<file path="src/rtl/cpair_pkg.sv">
// Package: shared encodings for the compressed register-pair decoder.
// Assumes: 16-bit instruction words, quadrant in bits 1:0, funct3 in 15:13.
package cpair_pkg;

    // Transfer direction reported at the top-level port.
    typedef enum logic [1:0] {
        KIND_NONE  = 2'b00,
        KIND_LOAD  = 2'b01,
        KIND_STORE = 2'b10
    } pair_kind_e;

    // Which of the four recognised forms a word belongs to.
    typedef enum logic [2:0] {
        FORM_NONE   = 3'd0,
        FORM_REG_LD = 3'd1,
        FORM_REG_ST = 3'd2,
        FORM_SP_LD  = 3'd3,
        FORM_SP_ST  = 3'd4
    } pair_form_e;

    localparam logic [1:0] QUAD_REG = 2'b00;
    localparam logic [1:0] QUAD_SP  = 2'b10;
    localparam logic [2:0] F3_LOAD  = 3'b011;
    localparam logic [2:0] F3_STORE = 3'b111;

    // Compressed 3-bit register fields map onto x8..x15.
    localparam int unsigned CREG_BASE = 8;
    // Stack pointer register index.
    localparam int unsigned SP_INDEX  = 2;
    // Widest raw scaled offset produced by any form.
    localparam int unsigned RAW_OFS_W = 9;
    // Number of recognised forms.
    localparam int unsigned N_FORMS   = 4;

endpackage

</file>
<file path="src/rtl/cpair_classify.sv">
// Module: cpair_classify
// Matches quadrant and funct3 against the four pair forms.
// Produces the form code and the transfer direction.
// Assumes: at most one form can match, since each pairs a distinct quadrant and funct3.
module cpair_classify
    import cpair_pkg::*;
(
    input  logic [1:0] quad_i,
    input  logic [2:0] f3_i,
    output pair_form_e form_o,
    output pair_kind_e kind_o,
    output logic       hit_o
);

    // Match bit k: bit 1 of k selects the stack quadrant, bit 0 selects the store funct3.
    logic [N_FORMS-1:0] match;

    for (genvar k = 0; k < N_FORMS; k++) begin : g_match
        localparam logic [1:0] K_QUAD = (k / 2 == 1) ? QUAD_SP  : QUAD_REG;
        localparam logic [2:0] K_F3   = (k % 2 == 1) ? F3_STORE : F3_LOAD;
        // Compare the word against this form's quadrant and funct3.
        assign match[k] = (quad_i == K_QUAD) && (f3_i == K_F3);
    end

    // Encode the one-hot match vector into a form code and a direction.
    always_comb begin
        form_o = FORM_NONE;
        kind_o = KIND_NONE;
        if (match[0]) begin
            form_o = FORM_REG_LD;
            kind_o = KIND_LOAD;
        end else if (match[1]) begin
            form_o = FORM_REG_ST;
            kind_o = KIND_STORE;
        end else if (match[2]) begin
            form_o = FORM_SP_LD;
            kind_o = KIND_LOAD;
        end else if (match[3]) begin
            form_o = FORM_SP_ST;
            kind_o = KIND_STORE;
        end
    end

    assign hit_o = |match;

    // Guard: two forms can never claim the same word.
    always_comb begin
        p_single_form_r1: assert ($onehot0(match))
            else $error("p_single_form_r1: several forms matched");
    end

endmodule

</file>
<file path="src/rtl/cpair_fields.sv">
// Module: cpair_fields
// Extracts the base register, the data register and the scaled offset for the decoded form.
// Assumes: ib_i carries instruction bits 12:2. Every output is zero for FORM_NONE.
module cpair_fields
    import cpair_pkg::*;
#(
    parameter int unsigned REG_W = 5,
    parameter int unsigned OFS_W = 12
) (
    input  pair_form_e        form_i,
    input  logic [12:2]       ib_i,
    output logic [REG_W-1:0]  base_o,
    output logic [REG_W-1:0]  data_o,
    output logic [OFS_W-1:0]  offset_o
);

    localparam logic [REG_W-1:0] CREG_OFS = REG_W'(CREG_BASE);
    localparam logic [REG_W-1:0] SP_REG   = REG_W'(SP_INDEX);

    logic [RAW_OFS_W-1:0] raw_ofs;

    // Assemble the scaled offset from the bit placement that belongs to each form.
    always_comb begin
        raw_ofs = '0;
        unique case (form_i)
            FORM_REG_LD,
            FORM_REG_ST: raw_ofs = {1'b0, ib_i[6:5], ib_i[12:10], 3'b000};
            FORM_SP_LD:  raw_ofs = {ib_i[4:2], ib_i[12], ib_i[6:5], 3'b000};
            FORM_SP_ST:  raw_ofs = {ib_i[9:7], ib_i[12:10], 3'b000};
            default:     raw_ofs = '0;
        endcase
    end

    // Select the base and data register indices for each form.
    always_comb begin
        base_o = '0;
        data_o = '0;
        unique case (form_i)
            FORM_REG_LD,
            FORM_REG_ST: begin
                base_o = CREG_OFS + REG_W'(ib_i[9:7]);
                data_o = CREG_OFS + REG_W'(ib_i[4:2]);
            end
            FORM_SP_LD: begin
                base_o = SP_REG;
                data_o = REG_W'(ib_i[11:7]);
            end
            FORM_SP_ST: begin
                base_o = SP_REG;
                data_o = REG_W'(ib_i[6:2]);
            end
            default: begin
                base_o = '0;
                data_o = '0;
            end
        endcase
    end

    // Zero-extend to the port width.
    assign offset_o = OFS_W'(raw_ofs);

    // Guard: every offset is a multiple of eight.
    always_comb begin
        p_ofs_aligned_r3: assert (offset_o[2:0] == 3'b000)
            else $error("p_ofs_aligned_r3: offset not 8-byte aligned");
    end

endmodule

</file>
<file path="src/rtl/cpair_legality.sv">
// Module: cpair_legality
// Flags claimed words that must trap. A word traps when the extension is off,
// or when the data field names an odd register or (stack load only) x0.
// Assumes: for the register forms and the stack store, bit 2 is the low bit of the data field.
module cpair_legality
    import cpair_pkg::*;
(
    input  pair_form_e  form_i,
    input  logic        pair_en_i,
    input  logic        dlow_i,
    input  logic [4:0]  sprd_i,
    output logic        illegal_o
);

    logic bad_reg;

    // Find a reserved register field for the decoded form.
    always_comb begin
        bad_reg = 1'b0;
        unique case (form_i)
            FORM_REG_LD,
            FORM_REG_ST,
            FORM_SP_ST:  bad_reg = dlow_i;
            FORM_SP_LD:  bad_reg = (sprd_i == 5'd0) || sprd_i[0];
            default:     bad_reg = 1'b0;
        endcase
    end

    // Combine the two trap causes for claimed words only.
    assign illegal_o = (form_i != FORM_NONE) && (!pair_en_i || bad_reg);

endmodule

</file>
<file path="src/rtl/cpair_decoder.sv">
// Module: cpair_decoder
// Top level of the compressed register-pair load/store decoder for a 32-bit core.
// Purely combinational. Words outside the four forms give an all-zero "not mine" result.
// Assumes: OFS_W is at least 9 and REG_W is at least 5.
module cpair_decoder
    import cpair_pkg::*;
#(
    parameter int unsigned REG_W = 5,
    parameter int unsigned OFS_W = 12
) (
    input  logic [15:0]      inst_i,
    input  logic             pair_en_i,
    output logic             hit_o,
    output logic [1:0]       kind_o,
    output logic [REG_W-1:0] base_reg_o,
    output logic [REG_W-1:0] data_reg_o,
    output logic [OFS_W-1:0] offset_o,
    output logic             illegal_o
);

    pair_form_e form;
    pair_kind_e kind;

    cpair_classify u_classify (
        .quad_i (inst_i[1:0]),
        .f3_i   (inst_i[15:13]),
        .form_o (form),
        .kind_o (kind),
        .hit_o  (hit_o)
    );

    cpair_fields #(
        .REG_W (REG_W),
        .OFS_W (OFS_W)
    ) u_fields (
        .form_i   (form),
        .ib_i     (inst_i[12:2]),
        .base_o   (base_reg_o),
        .data_o   (data_reg_o),
        .offset_o (offset_o)
    );

    cpair_legality u_legality (
        .form_i    (form),
        .pair_en_i (pair_en_i),
        .dlow_i    (inst_i[2]),
        .sprd_i    (inst_i[11:7]),
        .illegal_o (illegal_o)
    );

    assign kind_o = kind;

    // Guards relating the outputs of the three separate sub-blocks.
    always_comb begin
        if (inst_i[1:0] == 2'b11) begin
            p_q3_unclaimed_r2: assert (!hit_o)
                else $error("p_q3_unclaimed_r2: 32-bit word claimed");
        end
        if (!hit_o) begin
            p_quiet_miss_r2: assert (!illegal_o && kind_o == 2'b00 && offset_o == '0
                                     && base_reg_o == '0 && data_reg_o == '0)
                else $error("p_quiet_miss_r2: unclaimed word drives outputs");
        end
        if (hit_o && !pair_en_i) begin
            p_disabled_traps_r11: assert (illegal_o)
                else $error("p_disabled_traps_r11: disabled pair form not illegal");
        end
        if (hit_o && !illegal_o) begin
            p_legal_even_r8: assert (!data_reg_o[0])
                else $error("p_legal_even_r8: legal word names odd register");
        end
        if (hit_o && inst_i[1:0] == QUAD_SP) begin
            p_sp_base_r7: assert (base_reg_o == REG_W'(SP_INDEX))
                else $error("p_sp_base_r7: stack form base not x2");
        end
        if (hit_o) begin
            p_kind_valid_r1: assert (kind_o == 2'b01 || kind_o == 2'b10)
                else $error("p_kind_valid_r1: claimed word without direction");
        end
    end

endmodule

</file>
<file path="config.mk">
export PLATFORM = sky130hd
export DESIGN_NAME = cpair_decoder
export DESIGN_NICKNAME = d
export VERILOG_FILES = /design/src/rtl/cpair_pkg.sv /design/src/rtl/cpair_classify.sv /design/src/rtl/cpair_fields.sv /design/src/rtl/cpair_legality.sv /design/src/rtl/cpair_decoder.sv
export SDC_FILE = /design/constraint.sdc
export NUM_CORES = 1
export LEC_CHECK = 0
export ABC_AREA = 0
export BUFFER_PORTS_ARGS = -buffer_cell sky130_fd_sc_hd__buf_2
export CORE_AREA = 2 2 39 41
export DETAILED_ROUTE_END_ITERATION = 10
export DIE_AREA = 0 0 41 43
export PLACE_DENSITY = 0.64
export SLEW_MARGIN = 20
export SYNTH_ARGS = -nofsm -noshare
export SYNTH_HDL_FRONTEND = slang
export SYNTH_SLANG_ARGS = --single-unit
</file>
<file path="constraint.sdc">
create_clock -name vclk -period 1.5
set_clock_uncertainty 0.15 [all_clocks]
set_input_delay 0.3 -clock vclk [all_inputs]
set_output_delay 0.3 -clock vclk [all_outputs]
set_load 0.02 [all_outputs]
</file>
# After elaboration in Yosys (flattened, before gate mapping)
# Index checks and enable logic that the tools add are counted.
# Widths: inputs -> output; s select.
op_classes:
  add_sub_neg: 2
  eq_ne: 7
  mux: 12
  n_reduce_logical: 15
op_table:
  columns: ["op", "count"]
  rows:
  - ["$pmux 9 s3", 1]
  - ["$pmux 5 s3", 1]
  - ["$mux 3", 4]
  - ["$add 4x3->5 const A", 2]
  - ["$pmux 5 s2", 1]
  - ["$eq 3x2->1 const B", 3]
  - ["$mux 2", 4]
  - ["$eq 3x3->1 const B", 2]
  - ["$logic_and 1x1->1", 5]
  - ["$logic_not 5->1", 1]
  - ["$reduce_or 2->1", 2]
  - ["$reduce_or 4->1", 1]
  - ["$eq 3x1->1 const B", 1]
  - ["$reduce_bool 3->1", 1]
  - ["$reduce_or 3->1", 1]
  - ["$eq 2x2->1 const B", 1]
  - ["$logic_not 2->1", 1]
  - ["$logic_or 1x1->1", 2]
  - ["$pmux 1 s2", 1]
  - ["$logic_not 1->1", 1]
word_totals:
  reg_bits: 0
  in_bits: 17
  output_inout_bits: 26
  elab_cells: 36

# Longest topological paths before layout
# Gate-level depths: netlist of run 1.
depth:
  depth_word: 11
  ltp_mapped: 5

# Hierarchy
# Synthesis of run 1 repeated with hierarchy kept, for this count alone.
hier_totals:
  hier_cells: 78
  hier_area_um2: 638.1
modules_own_cells:
  columns: ["module", "n_inst", "cells_per_inst", "area_each_um2", "seq_area_each_um2"]
  rows:
  - ["cpair_fields", 1, 62, 521.8, 0.0]
  - ["cpair_classify", 1, 8, 61.3, 0.0]
  - ["cpair_legality", 1, 8, 55.1, 0.0]

# Least setup slack after synthesis of run 1
# No wires, ideal clock.
synth_path:
  path_kind: "input-to-output"
  start: "in inst_i[0]"
  end: "out offset_o[6]"
  arrival_ns: 1.198
  required_ns: 1.050
  path_slack_ns: -0.148
  cell_stages: 5
  n_path_buf: 1
  cell_sequence: "nand3b_1 -> buf_2 -> inv_2 -> o21ai_0 -> a21oi_1"
synth_via:
  elab_chain_cells: 9
  elab_cells_between_ends: 16
  classes_between: "5 x eq/ne; 5 x mux; 6 x reduce/logical"
synth_rtl:
  columns: ["item", "line_no", "source"]
  rows:
  - ["start, declared", "cpair_decoder.sv:11", "input logic [15:0] inst_i,"]
  - ["$eq 2x2->1", "cpair_classify.sv:22", "assign match[k] = (quad_i == K_QUAD) && (f3_i == K_F3);"]
  - ["$logic_and 1x1->1", "cpair_classify.sv:22", null]
  - ["$mux 3", "cpair_classify.sv:38", "end else if (match[3]) begin"]
  - ["$mux 3", "cpair_classify.sv:35", "end else if (match[2]) begin"]
  - ["$mux 3", "cpair_classify.sv:32", "end else if (match[1]) begin"]
  - ["$mux 3 *", "cpair_classify.sv:29", "if (match[0]) begin"]
  - ["$eq 3x1->1 or $eq 3x2->1 (tied branches)", "cpair_fields.sv:25", "unique case (form_i)"]
  - ["$reduce_or 2->1", "cpair_fields.sv:25", null]
  - ["$pmux 9 s3 *", "cpair_fields.sv:25", null]
  - ["end, declared", "cpair_decoder.sv:17", "output logic [OFS_W-1:0] offset_o,"]
# Mark *: on every way between the ends. The rest lies on a longest branch, timed or not.

# Worst setup path after layout of run 1
layout_path:
  start: "in inst_i[1]"
  end: "out illegal_o"
layout_via:
  elab_chain_cells: 11
  elab_cells_between_ends: 19
  classes_between: "5 x eq/ne; 5 x mux; 9 x reduce/logical"
layout_rtl:
  columns: ["item", "line_no", "source"]
  rows:
  - ["$eq 2x2->1", "cpair_classify.sv:22", null]
  - ["$logic_and 1x1->1", "cpair_classify.sv:22", null]
  - ["$mux 3", "cpair_classify.sv:38", null]
  - ["$mux 3", "cpair_classify.sv:35", null]
  - ["$mux 3", "cpair_classify.sv:32", null]
  - ["$mux 3 *", "cpair_classify.sv:29", null]
  - ["$eq 3x1->1 (tied with other cells)", "cpair_legality.sv:20", "unique case (form_i)"]
  - ["$reduce_or 3->1", "cpair_legality.sv:20", null]
  - ["$pmux 1 s2", "cpair_legality.sv:20", null]
  - ["$logic_or 1x1->1", "cpair_legality.sv:30", "assign illegal_o = (form_i != FORM_NONE) && (!pair_en_i || bad_reg);"]
  - ["$logic_and 1x1->1 *", "cpair_legality.sv:30", null]
  - ["end, declared", "cpair_decoder.sv:18", "output logic illegal_o"]
# Marked as above.

==> results.toml, run 1 <==
[outcome]
status = "complete, but fails checks"
violations = "negative setup slack"

[sta]
worst_slack_ps = -106
fmax_mhz = 623
grt_setup_unrepaired = "true"
period_minus_slack_ps = 1610
slew_viol_final = 0
setup-tns-final_ps = -920
hold_viol = 0
holdWs_ps = 725
timing.final.crit_share_pct = 107
setup_violations = 17

[synth]
seq_area_frac_synth_pct = 0
yosys.area_share.simple_pct = 38.8
synth_area_leaders = "buf_4, mux2i_1, a21oi_1, nand2_1, and2_1"
netlist_instances = 55
synth_compound_area_share_pct = 20.8
synth_top_family_by_area = "simple AND/OR/NAND/NOR gates"
avgSynthCellArea_um2 = 5.91
synth_area_um2 = 325
yosysWarnings = 0
synth_cell_type_count = 17
synth_top_area_share_pct = 16.2
yosys.area.top_type = "buf_4"
synth_most_common_cell = "nand2_1"
synthMuxAreaShare_pct = 15.4
synthAdderAreaFrac_pct = 0
netlist_top_cells_count = "nand2_1, a21oi_1, buf_4"
synth_xor_area_share_pct = 0

[power_and_ir_drop]
p_int_mw = 0.0970
power.total_mw = 0.217
p_per_area_nw_per_um2 = 252
pwr-share-comb_pct = 100.0
power_switching_mw = 0.120
ir_drop_mv = 0.108
swShare_pct = 55.2
pwr-share-clk_pct = 0
power_frac_seq_pct = 0
leakage_nw = 0.410

[placed_design]
pre_cts_slack_ps = -160
placed_cell_area_um2 = 608
place.gp.congestion = 0.852
hpwl_um = 943
io_buffers = 36

[finish]
area_delta_synth_final_pct = 164
drive_above_1_share_pct = 77.5
nets = 121
seq_cells = 0
nClkBuffers = 0
final_area_um2 = 858
antenna_cells = 0
regArea_um2 = 0
fillers = 125

[worst_setup_path]
timing.critical_path.cells = "buf_2, or3b_1, o22ai_2, a21oi_2, buf_4"
crit_family = "simple AND/OR/NAND/NOR gates"
critPathRequiredTime_ps = 1050
max_stage_delay_ps = 370
crit_start = "inst_i[1]"
worst-setup-path-type = "input port to primary output"
arrival_ps = 1160
start_kind = "input port"
slowest_stage = "or3b_1"
path_max_fanout = 6
cp.buffers_inverters = 2
end_kind = "primary output"

[detailed_routing]
drtAntennaViolNets = 0
first_pass_iters = 2
drt_iter0_markers = 5
vias = 526
drt_wl_total_um = 1410
drc_errors = 0
routed_via_density = 4.46
wl_per_cell_um = 12.0

[grt]
antenna_found_initial = 0
overflow = 0
grt_max_degree = 7
grt_usage_pct = 13.6
grt_first_pass_wirelength_um = 1830
grt_pass1_vias = 432

[clock_tree]
cts_hold_buf = 0

[floorplan]
dieWidth_um = 41
fp-row-count = 14
die_h_um = 43
ios = 43
start_util_pct = 23.5
core-area_um2 = 1380
dieArea_um2 = 1760

[worst_hold_path]
worstHoldStart = "pair_en_i"
min_path_type = "input port to primary output"

[job]
drv_cap = 0
[power by group through the flow]
stage / clock, mW / sequential [mW] / combinational, mW
final: 0 / 0 / 0.217
after global routing: 0 / 0 / 0.231
after CTS: 0 / 0 / 0.186
after detailed placement: 0 / 0 / 0.159
after global placement: 0 / 0 / 0.157
after floorplan: 0 / 0 / 0.104
[path summary, 6_finish.rpt]
check	to	slack, ps	depth (start not counted)
worst min-delay path	illegal_o	720	3
worst max-delay path	illegal_o	-110	5
[final cells by class]
class | count | area [um^2] | area share [%]
Timing Repair Buffer | 51 | 408 | 47.5
Multi-Input combinational cell | 50 | 422 | 49.1
Tap cell | 16 | 20.0 | 2.33
Inverter | 1 | 8.76 | 1.02
[metrics by stage]
| step | cells | utilization, % |
|---|---|---|
| floorplan | 61 | - |
| global placement | 116 | 43.9 |
| detailed placement | 116 | 43.9 |
| CTS | 116 | 53.5 |
| global route | 118 | 62.0 |
| finish | 118 | 62.0 |
[placed cells by master (no fill, tap or decap)]
master	instances
a21oi_2	5
a21oi_4	4
and2_4	4
and2b_2	1
buf_2	17
buf_4	16
buf_6	18
conb_1	7
inv_6	1
mux2i_1	3
mux2i_2	2
nand2_1	10
nand2_4	1
nand2b_2	1
nand3b_1	1
nor2_1	1
nor2_4	5
nor4_4	1
o21ai_2	2
o22ai_2	1
or3b_1	1
[tightest hold or removal path, cell delays in order]
cell and delay [ps]:
buf_2 80, a21oi_2 40, buf_4 150
[logic make-up after synthesis]
group,count (synthesis)
simple gates,26
compound gates,12
buf+inv,11
mux,5
other cells,1
[routing by layer]
layer	wire (um)	vias up	global-route usage, %
met5	0	-	0
met4	0	0	0
met3	98	0	0.524
met2	753	25	23.1
met1	560	237	19.3
li1	-	264	-
[repair_timing]
item	in CTS	in global routing
setup endpoints to repair	17	19
cloned	0	0
resized for setup	41	24
pin swaps	5	3
buffers inserted	0	2
(Power assumes the default switching activity.)
==> run 2: changes to the inputs <==
==> constraint.sdc (replaced) <==
create_clock -name vclk -period 2
set_clock_uncertainty 0.15 [all_clocks]
set_input_delay 0.4 -clock vclk [all_inputs]
set_output_delay 0.4 -clock vclk [all_outputs]
set_load 0.02 [all_outputs]
==> run 2 against run 1 <==
Effect of this change:
- the run now ends clean
- critical path depth is the same
- utilization decreased by 27 points
- worst hold slack improved by 190 ps
- critical path type unchanged
- largest cell class unchanged
==> results.toml, run 2 (synthesis gave the netlist of run 1 again) <==
[outcome]
status = "complete, no violations"

[sta]
fmax_mhz = 539
grt_setup_unrepaired = "false"
slew_viol_final = 0
setup_violations = 0
period_minus_slack_ps = 1860
worst_slack_ps = 144
hold_viol = 0
timing.final.crit_share_pct = 92.8
setup-tns-final_ps = 0

[grt]
grt_pass1_vias = 379
grt_max_degree = 12
overflow = 0
grt_first_pass_wirelength_um = 1520
grt_usage_pct = 11.3
antenna_found_initial = 0

[worst_setup_path]
cp_common_cell = "buf_2"
start_kind = "input port"
max_stage_delay_ps = 350
path_max_fanout = 3
end_kind = "primary output"
worst-setup-path-type = "input port to primary output"
cp.buffers_inverters = 2
crit_family = "simple AND/OR/NAND/NOR gates"
crit_start = "inst_i[10]"
timing.critical_path.cells = "buf_2, nor4_1, o22ai_2, a21oi_1, buf_2"
critPathRequiredTime_ps = 1450
arrival_ps = 1310
slowest_stage = "nor4_1"

[floorplan]
fp-row-count = 14
start_util_pct = 23.5
dieArea_um2 = 1760
die_h_um = 43
dieWidth_um = 41
core-area_um2 = 1380
ios = 43

[detailed_routing]
drt_wl_total_um = 996
drtAntennaViolNets = 0
drc_errors = 0
wl_per_cell_um = 9.49
drt_iter0_markers = 3
routed_via_density = 4.28
vias = 449
first_pass_iters = 2

[power_and_ir_drop]
ir_drop_mv = 0.0621
p_per_area_nw_per_um2 = 194
leakage_nw = 0.316

[worst_hold_path]
min_path_cells = 3
worstHoldStart = "pair_en_i"
worstHoldEndpoint = "illegal_o"
min_path_type = "input port to primary output"

[finish]
antenna_cells = 0
drive_above_1_share_pct = 46.1
regArea_um2 = 0
area_delta_synth_final_pct = 50.4
mostFrequentLayoutCell = "buf_2"
seq_cells = 0
mostFrequentLayoutCells = "buf_2, nand2_1, a21oi_1, conb_1, nor2_1"
nClkBuffers = 0
nets = 108

[placed_design]
io_buffers = 36
place.gp.congestion = 0.780
pre_cts_slack_ps = 124
hpwl_um = 847

[clock_tree]
cts_hold_buf = 0
cts_resized = 0
post_cts_buffers = 0

[job]
drv_cap = 0
[run 2: cell count changes in the layout (fill, tap and decap cells not counted), sizes merged]
cell | before | now
buf | 51 | 38
[run 2: per-layer routing]
layer  vias to the layer above  part of all wire, %  track usage, %
li1                        237                    -               -
met1                       189                   39            14.2
met2                        23                   50            20.6
met3                         0                   11            1.05
met4                         0                    0               0
met5                         -                    0               0
[run 2: power breakdown]
part | leakage (nW) | internal (mW) | switching [mW] | total (mW)
Combinational | 0.316 | 0.0357 | 0.0594 | 0.0951
Sequential | 0 | 0 | 0 | 0
Clock | 0 | 0 | 0 | 0
[run 2: worst max-delay path by stage]
stage,to,slack [ps],depth (start not counted)
after detailed placement,illegal_o,120,5
after global routing,illegal_o,70,5
after floorplan,offset_o[6],150,5
after global placement,illegal_o,130,5
after CTS,illegal_o,120,5
final,illegal_o,140,5
[run 2: layout make-up]
cell class | count | area, um^2
fill | 165 | 895
inverter | 1 | 3.75
multi-input combinational | 50 | 270
tap | 16 | 20.0
timing repair buffer | 38 | 195
[run 2: tightest hold or removal path, cell delays in order]
cell     delay, ps
buf_2           70
a21oi_1         40
buf_2          150
[run 2: stage by stage]
step	util, %	hold WS (ps)	instance area (um^2)	power (mW)	cells
final	35.4	919	489	0.0951	105
after global placement	35.4	920	489	0.0949	105
after detailed placement	35.4	921	489	0.0955	105
after floorplan	-	779	348	0.0711	61
after CTS	35.4	921	489	0.0958	105
after global routing	35.4	927	489	0.105	105
